$ cat config.mk
export PLATFORM = sky130hd
export DESIGN_NAME = cmp_pulse_chan
export DESIGN_NICKNAME = d
export VERILOG_FILES = /design/src/rtl/cmpch_pkg.sv /design/src/rtl/cmpch_regs.sv /design/src/rtl/cmpch_target.sv /design/src/rtl/cmpch_pin.sv /design/src/rtl/cmp_pulse_chan.sv
export SDC_FILE = /design/constraint.sdc
export NUM_CORES = 1
export LEC_CHECK = 0
export BUFFER_PORTS_ARGS = -buffer_cell sky130_fd_sc_hd__clkbuf_2
export CORE_MARGIN = 2
export CORE_UTILIZATION = 32
export DETAILED_ROUTE_END_ITERATION = 10
export PLACE_DENSITY_LB_ADDON = 0.25
export SYNTH_ARGS = -nofsm -noshare
export SYNTH_HDL_FRONTEND = slang
export SYNTH_HIERARCHICAL = 1
export SYNTH_SLANG_ARGS = --single-unit
export TNS_END_PERCENT = 100
$ cat constraint.sdc
create_clock -name clk -period 4.6 [get_ports clk]
set_clock_uncertainty 0.1 [all_clocks]
set_input_delay 0.92 -clock clk [delete_from_list [all_inputs] [get_ports clk]]
set_output_delay 0.92 -clock clk [all_outputs]
set_load 0.03 [all_outputs]
$ cat src/rtl/cmpch_pkg.sv
package cmpch_pkg;
    typedef enum logic [1:0] {
        SLOT_IDLE   = 2'd0,
        SLOT_LIVE   = 2'd1,
        SLOT_QUEUED = 2'd2
    } slot_state_t;

    localparam int MODE_W = 4;
    localparam logic [MODE_W-1:0] MODE_OFF    = 4'h0;
    localparam logic [MODE_W-1:0] MODE_TOGGLE = 4'h5;
    localparam logic [MODE_W-1:0] MODE_PULSE  = 4'hF;

    localparam int BIT_DMA  = 0;
    localparam int MODE_LSB = 2;
    localparam int BIT_IE   = 6;
    localparam int BIT_FLAG = 7;
    localparam int CTRL_W   = 8;

    localparam logic SEL_CTRL = 1'b0;
    localparam logic SEL_TGT  = 1'b1;
endpackage

$ cat src/rtl/cmpch_regs.sv
module cmpch_regs
    import cmpch_pkg::*;
(
    input  logic              clk,
    input  logic              rst_n,
    input  logic              wr_ctrl,
    input  logic [CTRL_W-1:0] wr_val,
    input  logic              hit,
    output logic [MODE_W-1:0] mode,
    output logic              ie,
    output logic              flag,
    output logic [CTRL_W-1:0] ctrl_q
);
    logic dma_en;

    always_ff @(posedge clk or negedge rst_n) begin
        if (!rst_n) begin
            dma_en <= 1'b0;
            mode   <= MODE_OFF;
            ie     <= 1'b0;
        end else if (wr_ctrl) begin
            dma_en <= wr_val[BIT_DMA];
            mode   <= wr_val[MODE_LSB +: MODE_W];
            ie     <= wr_val[BIT_IE];
        end
    end

    // sticky flag: a match outranks a clearing write
    always_ff @(posedge clk or negedge rst_n) begin
        if (!rst_n) begin
            flag <= 1'b0;
        end else if (hit) begin
            flag <= 1'b1;
        end else if (wr_ctrl && wr_val[BIT_FLAG]) begin
            flag <= 1'b0;
        end
    end

    always_comb begin
        ctrl_q                        = '0;
        ctrl_q[BIT_DMA]               = dma_en;
        ctrl_q[MODE_LSB +: MODE_W]    = mode;
        ctrl_q[BIT_IE]                = ie;
        ctrl_q[BIT_FLAG]              = flag;
    end
endmodule

$ cat src/rtl/cmpch_target.sv
module cmpch_target
    import cmpch_pkg::*;
#(
    parameter int CW = 31
) (
    input  logic          clk,
    input  logic          rst_n,
    input  logic          wr_tgt,
    input  logic [CW-1:0] wr_val,
    input  logic          disarm,
    input  logic          hit_en,
    input  logic [CW-1:0] count,
    output logic          hit,
    output logic [CW-1:0] active,
    output slot_state_t   state
);
    slot_state_t   state_nxt;
    logic [CW-1:0] waiting;
    logic          load_active;
    logic          load_wait;
    logic          promote;

    assign hit = (state != SLOT_IDLE) && hit_en && (count == active);

    always_ff @(posedge clk or negedge rst_n) begin
        if (!rst_n) state <= SLOT_IDLE;
        else        state <= state_nxt;
    end

    always_comb begin
        state_nxt   = state;
        load_active = 1'b0;
        load_wait   = 1'b0;
        promote     = 1'b0;
        if (disarm) begin
            state_nxt = SLOT_IDLE;
        end else begin
            unique case (state)
                SLOT_IDLE: begin
                    if (wr_tgt) begin
                        load_active = 1'b1;
                        state_nxt   = SLOT_LIVE;
                    end
                end
                SLOT_LIVE: begin
                    if (wr_tgt) begin
                        load_wait = 1'b1;
                        state_nxt = SLOT_QUEUED;
                    end
                end
                SLOT_QUEUED: begin
                    if (hit) begin
                        promote   = 1'b1;
                        state_nxt = wr_tgt ? SLOT_QUEUED : SLOT_LIVE;
                    end
                    if (wr_tgt) load_wait = 1'b1;
                end
                default: state_nxt = SLOT_IDLE;
            endcase
        end
    end

    always_ff @(posedge clk or negedge rst_n) begin
        if (!rst_n) begin
            active  <= '0;
            waiting <= '0;
        end else begin
            if (load_active)  active <= wr_val;
            else if (promote) active <= waiting;
            if (load_wait)    waiting <= wr_val;
        end
    end
endmodule

$ cat src/rtl/cmpch_pin.sv
module cmpch_pin
    import cmpch_pkg::*;
(
    input  logic              clk,
    input  logic              rst_n,
    input  logic [MODE_W-1:0] mode,
    input  logic              hit,
    output logic              pin
);
    logic pin_nxt;

    always_comb begin
        unique case (mode)
            MODE_TOGGLE: pin_nxt = hit ? ~pin : pin;
            MODE_PULSE:  pin_nxt = hit;
            default:     pin_nxt = 1'b0;
        endcase
    end

    always_ff @(posedge clk or negedge rst_n) begin
        if (!rst_n) pin <= 1'b0;
        else        pin <= pin_nxt;
    end
endmodule

$ cat src/rtl/cmp_pulse_chan.sv
module cmp_pulse_chan
    import cmpch_pkg::*;
#(
    parameter int CW = 31,
    parameter int DW = 32
) (
    input  logic              clk,
    input  logic              rst_n,
    input  logic [CW-1:0]     count_i,
    input  logic              wr_en_i,
    input  logic              wr_sel_i,
    input  logic [DW-1:0]     wr_data_i,
    output logic [CTRL_W-1:0] ctrl_o,
    output logic [CW-1:0]     tgt_o,
    output logic              pin_o,
    output logic              irq_o
);
    logic              wr_ctrl;
    logic              wr_tgt;
    logic              disarm;
    logic              hit;
    logic              ie;
    logic              flag;
    logic [MODE_W-1:0] mode;
    slot_state_t       slot_state;

    assign wr_ctrl = wr_en_i && (wr_sel_i == SEL_CTRL);
    assign wr_tgt  = wr_en_i && (wr_sel_i == SEL_TGT);
    assign disarm  = wr_ctrl && (wr_data_i[MODE_LSB +: MODE_W] == MODE_OFF);

    cmpch_regs u_regs (
        .clk    (clk),
        .rst_n  (rst_n),
        .wr_ctrl(wr_ctrl),
        .wr_val (wr_data_i[CTRL_W-1:0]),
        .hit    (hit),
        .mode   (mode),
        .ie     (ie),
        .flag   (flag),
        .ctrl_q (ctrl_o)
    );

    cmpch_target #(.CW(CW)) u_tgt (
        .clk    (clk),
        .rst_n  (rst_n),
        .wr_tgt (wr_tgt),
        .wr_val (wr_data_i[CW-1:0]),
        .disarm (disarm),
        .hit_en (mode != MODE_OFF),
        .count  (count_i),
        .hit    (hit),
        .active (tgt_o),
        .state  (slot_state)
    );

    cmpch_pin u_pin (
        .clk  (clk),
        .rst_n(rst_n),
        .mode (mode),
        .hit  (hit),
        .pin  (pin_o)
    );

    assign irq_o = flag & ie;
endmodule

Word level (Yosys, flattened, before mapping)

Cells that the tools add are included.

Flip-flop bits (word level): 72
Bits of input ports: 67

Equal/unequal tests: 9
Multiplexer cells: 20
Bitwise operators: 3
Reductions and logical operators: 14

Operators by type and width:

| operator                                              | number |
|---|---|
| two-way mux 31 bit                                    | 2 |
| equality test 31 bit                                  | 1 |
| two-way mux 1 bit                                     | 11 |
| two-way mux 2 bit                                     | 5 |
| inequality test 3 x 2 -> 1 bit, second input constant | 3 |
| logical AND 1 bit                                     | 6 |
| case mux 2 bit (3 select lines)                       | 1 |
| nonzero test 2 bit                                    | 3 |
| equality test 4 x 3 -> 1 bit, second input constant   | 1 |
| equality test 4 bit, second input constant            | 1 |
| zero test 4 bit                                       | 1 |
| nonzero test 4 bit                                    | 1 |
| AND reduction 3 bit                                   | 1 |
| equality test 2 x 1 -> 1 bit, second input constant   | 1 |
| equality test 2 bit, second input constant            | 1 |
| zero test 2 bit                                       | 1 |
| inequality test 2 x 1 -> 1 bit, second input constant | 1 |
| NOT 1 bit                                             | 2 |
| case mux 1 bit (2 select lines)                       | 1 |
| OR reduction 2 bit                                    | 1 |
| AND 1 bit                                             | 1 |

Longest topological paths before layout

Depth in word-level cells: 8
Depth in mapped cells: 10
Mapped depth without buffers: 9

Modules after synthesis

Netlist, hierarchy kept.

Modules (own cells, without submodules):

| module         | times used | cells an instance | area an instance (um^2) | seq. area each (um^2) |
|---|---|---|---|---|
| cmpch_target   | 1          | 300               | 3126.7                  | 1601.5 |
| cmpch_regs     | 1          | 25                | 351.6                   | 175.2 |
| cmpch_pin      | 1          | 6                 | 61.3                    | 25.0 |
| cmp_pulse_chan | 1          | 6                 | 38.8                    | 0.0 |

Worst setup path before layout

OpenSTA, ideal clock, no wires.

Path kind: input port to flip-flop
Start point: input count_i[15]
End point: register u_tgt.state[1]
Setup time: 0.124 ns
Arrival: 2.301 ns
Setup slack: 2.075 ns
Stages: 8
Buffers on the path: 1
Cells stage by stage: xor2_1 > nor4_1 > nand4_1 > or2_1 > buf_2 > inv_1 > nor4b_1 > a211o_1

Cells in the longest elaborated chain, start to end: 4

Ends and longest elaborated chain:

| item                                     | line                 | text |
|---|---|---|
| start, declared                          | cmp_pulse_chan.sv:9  | `input logic [CW-1:0] count_i,` |
| equality test 31 bit                     | cmpch_target.sv:23   | `assign hit = (state != SLOT_IDLE) && hit_en && (count == active);` |
| logical AND 1 bit                        | cmpch_target.sv:23   |  |
| named net hit                            | cmp_pulse_chan.sv:21 | `logic hit;` |
| inequality test 3 x 2 -> 1 bit (no line) | n/a                  |  |
| AND reduction 3 bit (no line)            | n/a                  |  |
| end signal, assigned                     | cmpch_target.sv:27   | `else state <= state_nxt;` |
| end, declared                            | cmpch_target.sv:15   | `output slot_state_t state` |

The timed path passes the listed nets, and every way through them passes these cells.
A chain may end at the register's enable or synchronous reset.

Final worst setup path

Start point: register u_tgt.state[1]
End point: register u_tgt.state[1]

Cells in the longest elaborated chain, start to end: 5
Elaborated cells between the ends (all ways): 12

Ends and longest elaborated chain:

| item                                     | line |
|---|---|
| nonzero test 2 bit                       | cmpch_target.sv:23 |
| logical AND 1 bit (2 in a row)           | cmpch_target.sv:23 |
| named net hit                            | cmp_pulse_chan.sv:21 |
| inequality test 3 x 2 -> 1 bit (no line) | n/a |
| AND reduction 3 bit (no line)            | n/a |

The timed path passes the listed nets, and every way through them passes these cells.

==> results.py <==
metrics = {
    "synth": {
        "ys_warn_count": 6,
        "synth_ff_type": "dfrtp_1",
        "synth.distinct_cells": 35,
        "synth_edf_count": 0,
        "syn_inst": 337,
        "synth_most_common_cell": "dfrtp_1",
        "synthAdderAreaFrac_pct": 1.399,
        "synth_top_family_by_area": "multiplexers",
        "synthXorXnorAreaFrac_pct": 7.832,
        "ys_seq_area_share_pct": 50.35,
        "syn_area_um2": 3578,
        "syn_avg_cell_area_um2": 10.62,
        "ys_top_cells_by_area": "dfrtp_1, mux2_2, xor2_1",
        "ys_seq_elements": 72,
        "yosys.area.top_type_share_pct": 50.35,
        "synth_top_area_cell": "dfrtp_1",
        "synth-compound-area-share_pct": 10.87,
        "syn-num-nets": 408,
        "synthArstFlopShare_pct": 100.0,
        "synth-simple-area-share_pct": 11.33,
        "muxShareOfSynthArea_pct": 13.67,
        "synth_commonest_cells": "dfrtp_1, nor2_1, mux2_2, nand2_1, xor2_1",
    },
    "min_path": {
        "hold_depth": 1,
        "hold_path.class": "reg2reg",
        "whs_endpoint": "u_tgt/waiting[1]$_DFFE_PN0P_",
        "hp-start": "u_tgt/waiting[1]$_DFFE_PN0P_",
    },
    "place": {
        "hpwl_mm": 6.568,
        "portBuffers": 105,
        "place_congestion": 0.7998,
    },
    "worst_setup_path": {
        "cp.arrival_ns": 3.37,
        "r2r-end": "u_tgt/state[1]$_DFFE_PN0P_",
        "reg2reg_slack_ns": 1.36,
        "critPathMaxFanout": 30,
        "endpoint_kind": "register",
        "start_kind": "register",
        "r2r_cells": 9,
        "rr_startpoint": "u_tgt/state[1]$_DFFE_PN0P_",
        "required_ns": 4.74,
        "critical_path_class": "reg2reg",
    },
    "global_route": {
        "track_usage_pct": 16.39,
        "grt_max_degree": 73,
        "antenna_found_initial": 0,
        "grt_first_pass_wirelength_mm": 14.71,
        "grt_pass1_vias": 2841,
        "gr-total-overflow": 0,
    },
    "floorplanning": {
        "coreArea_um2": 10890,
        "dieArea_um2": 12040,
        "num_rows": 38,
        "ios": 108,
        "die_h_um": 109.7,
        "fp.dieW_um": 109.7,
        "initial_core_util_pct": 32.87,
    },
    "final_layout": {
        "nNetsFinal": 505,
        "fin_util_pct": 40.43,
        "drive_gt1_share_pct": 37.90,
        "antenna_cells": 0,
        "nFillCells": 1101,
        "area_delta_synth_final_pct": 23.01,
    },
    "drt": {
        "wl_per_cell_um": 16.11,
        "drt_first_pass_iters": 4,
        "vias": 2839,
        "drc": 0,
        "via_per_inst": 4.912,
        "ant_nets": 0,
        "dr.first_iter.drc_count": 70,
        "drt_wl_total_mm": 9.309,
    },
    "timing": {
        "timing.hold.ws_ns": 0.4109,
        "fin_tns_setup_ns": 0,
        "final_max_slew_viol_count": 0,
        "finalSetupViolations": 0,
        "final.period_utilization_pct": 70.39,
        "hold_viol_final": 0,
        "finalCriticalPeriod_ns": 3.238,
        "slew_headroom_pct": 28.80,
        "rsz0062_at_grt": "false",
        "tightest_slew_ns": 1.068,
        "fmax_mhz": 308.9,
    },
    "clock_network": {
        "cts.path.max_buffers": 2,
        "clockRootBuffer": "clkbuf_8",
        "hold_buffers": 0,
        "cts_buffers": 9,
        "cts_tree": "done",
        "path_clk_slew_ns": 0.08,
        "cts.sinks": 72,
        "clk_latency_ns": 0.35,
        "postCtsSetupRepairBufs": 0,
        "cts_htree_levels": 3,
        "cts-resized-gates": 0,
    },
    "pwr": {
        "power.static_leakage_nw": 2.000,
        "p_per_area_nw_per_um2": 626.4,
        "ir_drop_uv": 199.9,
        "power_mw": 2.757,
    },
    "run": {
        "cap_viol_max_count": 0,
    },
    "status": {
        "status": "finished, final reports clean",
    },
}
-- cell type report --
cell class	instances	area (um^2)	area share (%)
Clock buffer	11	141.4	3.212
Clock inverter	4	45.04	1.023
Inverter	5	18.77	0.4264
Multi-Input combinational cell	234	1627	36.95
Sequential cell	72	1802	40.93
Tap cell	140	175.2	3.980
Timing Repair Buffer	112	593.1	13.47
-- through the flow --
stage | worst slack, ns | instances | instance area (um^2)
after floorplan | 2.075 | 337 | 3578
after global placement | 0.9908 | 563 | 4215
after detailed placement | 0.9756 | 563 | 4215
after CTS | 1.254 | 578 | 4402
after global routing | 1.112 | 578 | 4402
final | 1.362 | 578 | 4402
-- where the power goes --
group	internal, mW	total [mW]	leakage [nW]	switching, mW
logic	0.446	1.12	1.07	0.672
registers	0.920	1.14	0.833	0.222
clock network	0.260	0.498	0.0989	0.238
-- metal layers --
layer  global-route usage, %  vias to the layer above  wire, um
met1                   21.68                     1396      4242
met5                       0                        -         0
met4                   6.962                        0       133
li1                        -                     1362         -
met3                   3.142                       10       501
met2                   26.19                       71      4431
-- critical path: stages (launching register included) --
cell and delay (ns):
dfrtp_1 0.43, inv_1 0.11, ha_1 0.25, nand2b_1 0.17
nor4_1 0.41, nand4_1 0.29, or2_1 0.69, inv_1 0.31
nor4b_1 0.09, a211o_1 0.28
-- worst max-delay path by stage --
| stage | startpoint | endpoint | slack (ns) | cells after the start |
|---|---|---|---|---|
| floorplan | count_i[15] | u_tgt/state[1]$_DFFE_PN0P_ | 2.07 | 8 |
| global placement | count_i[7] | u_tgt/state[1]$_DFFE_PN0P_ | 0.99 | 8 |
| detailed placement | count_i[7] | u_tgt/state[1]$_DFFE_PN0P_ | 0.98 | 8 |
| CTS | u_tgt/state[1]$_DFFE_PN0P_ | u_tgt/state[1]$_DFFE_PN0P_ | 1.25 | 9 |
| global route | u_tgt/state[1]$_DFFE_PN0P_ | u_tgt/state[1]$_DFFE_PN0P_ | 1.11 | 9 |
| finish | u_tgt/state[1]$_DFFE_PN0P_ | u_tgt/state[1]$_DFFE_PN0P_ | 1.36 | 9 |
-- state kept, by name, summed over array words and instances (netlist names) --
| name | flops |
|---|---|
| u_tgt/waiting | 31 |
| u_regs/flag | 1 |
| u_tgt/state | 2 |
| u_pin/pin | 1 |
| u_tgt/active | 31 |
| u_regs/mode | 4 |
| u_regs/dma_en | 1 |
| u_regs/ie | 1 |
-- cells by family (layout without fill, tap and decap cells) --
logic type	after synthesis	in the layout
compound gates	66	66
xor+xnor	32	32
fa+ha+maj	4	4
buf+inv	31	132
flops	72	72
mux	42	42
other cells	1	1
simple gates	89	89
-- placed cells by master (no fill, tap or decap), types with 2 or more instances in the layout --
cell type  count
a21oi_1        6
a31oi_1       28
and2_1         3
buf_4          7
clkbuf_2     104
clkbuf_8      10
clkinv_2       3
dfrtp_1       72
ha_1           4
inv_1          5
mux2_2        31
mux2_4         6
mux2i_1        5
nand2_1       30
nand4_1        3
nor2_1        34
nor2b_1        2
nor4_1         9
o21ai_0       27
xor2_1        31
Power figures use the tool's default switching activity.
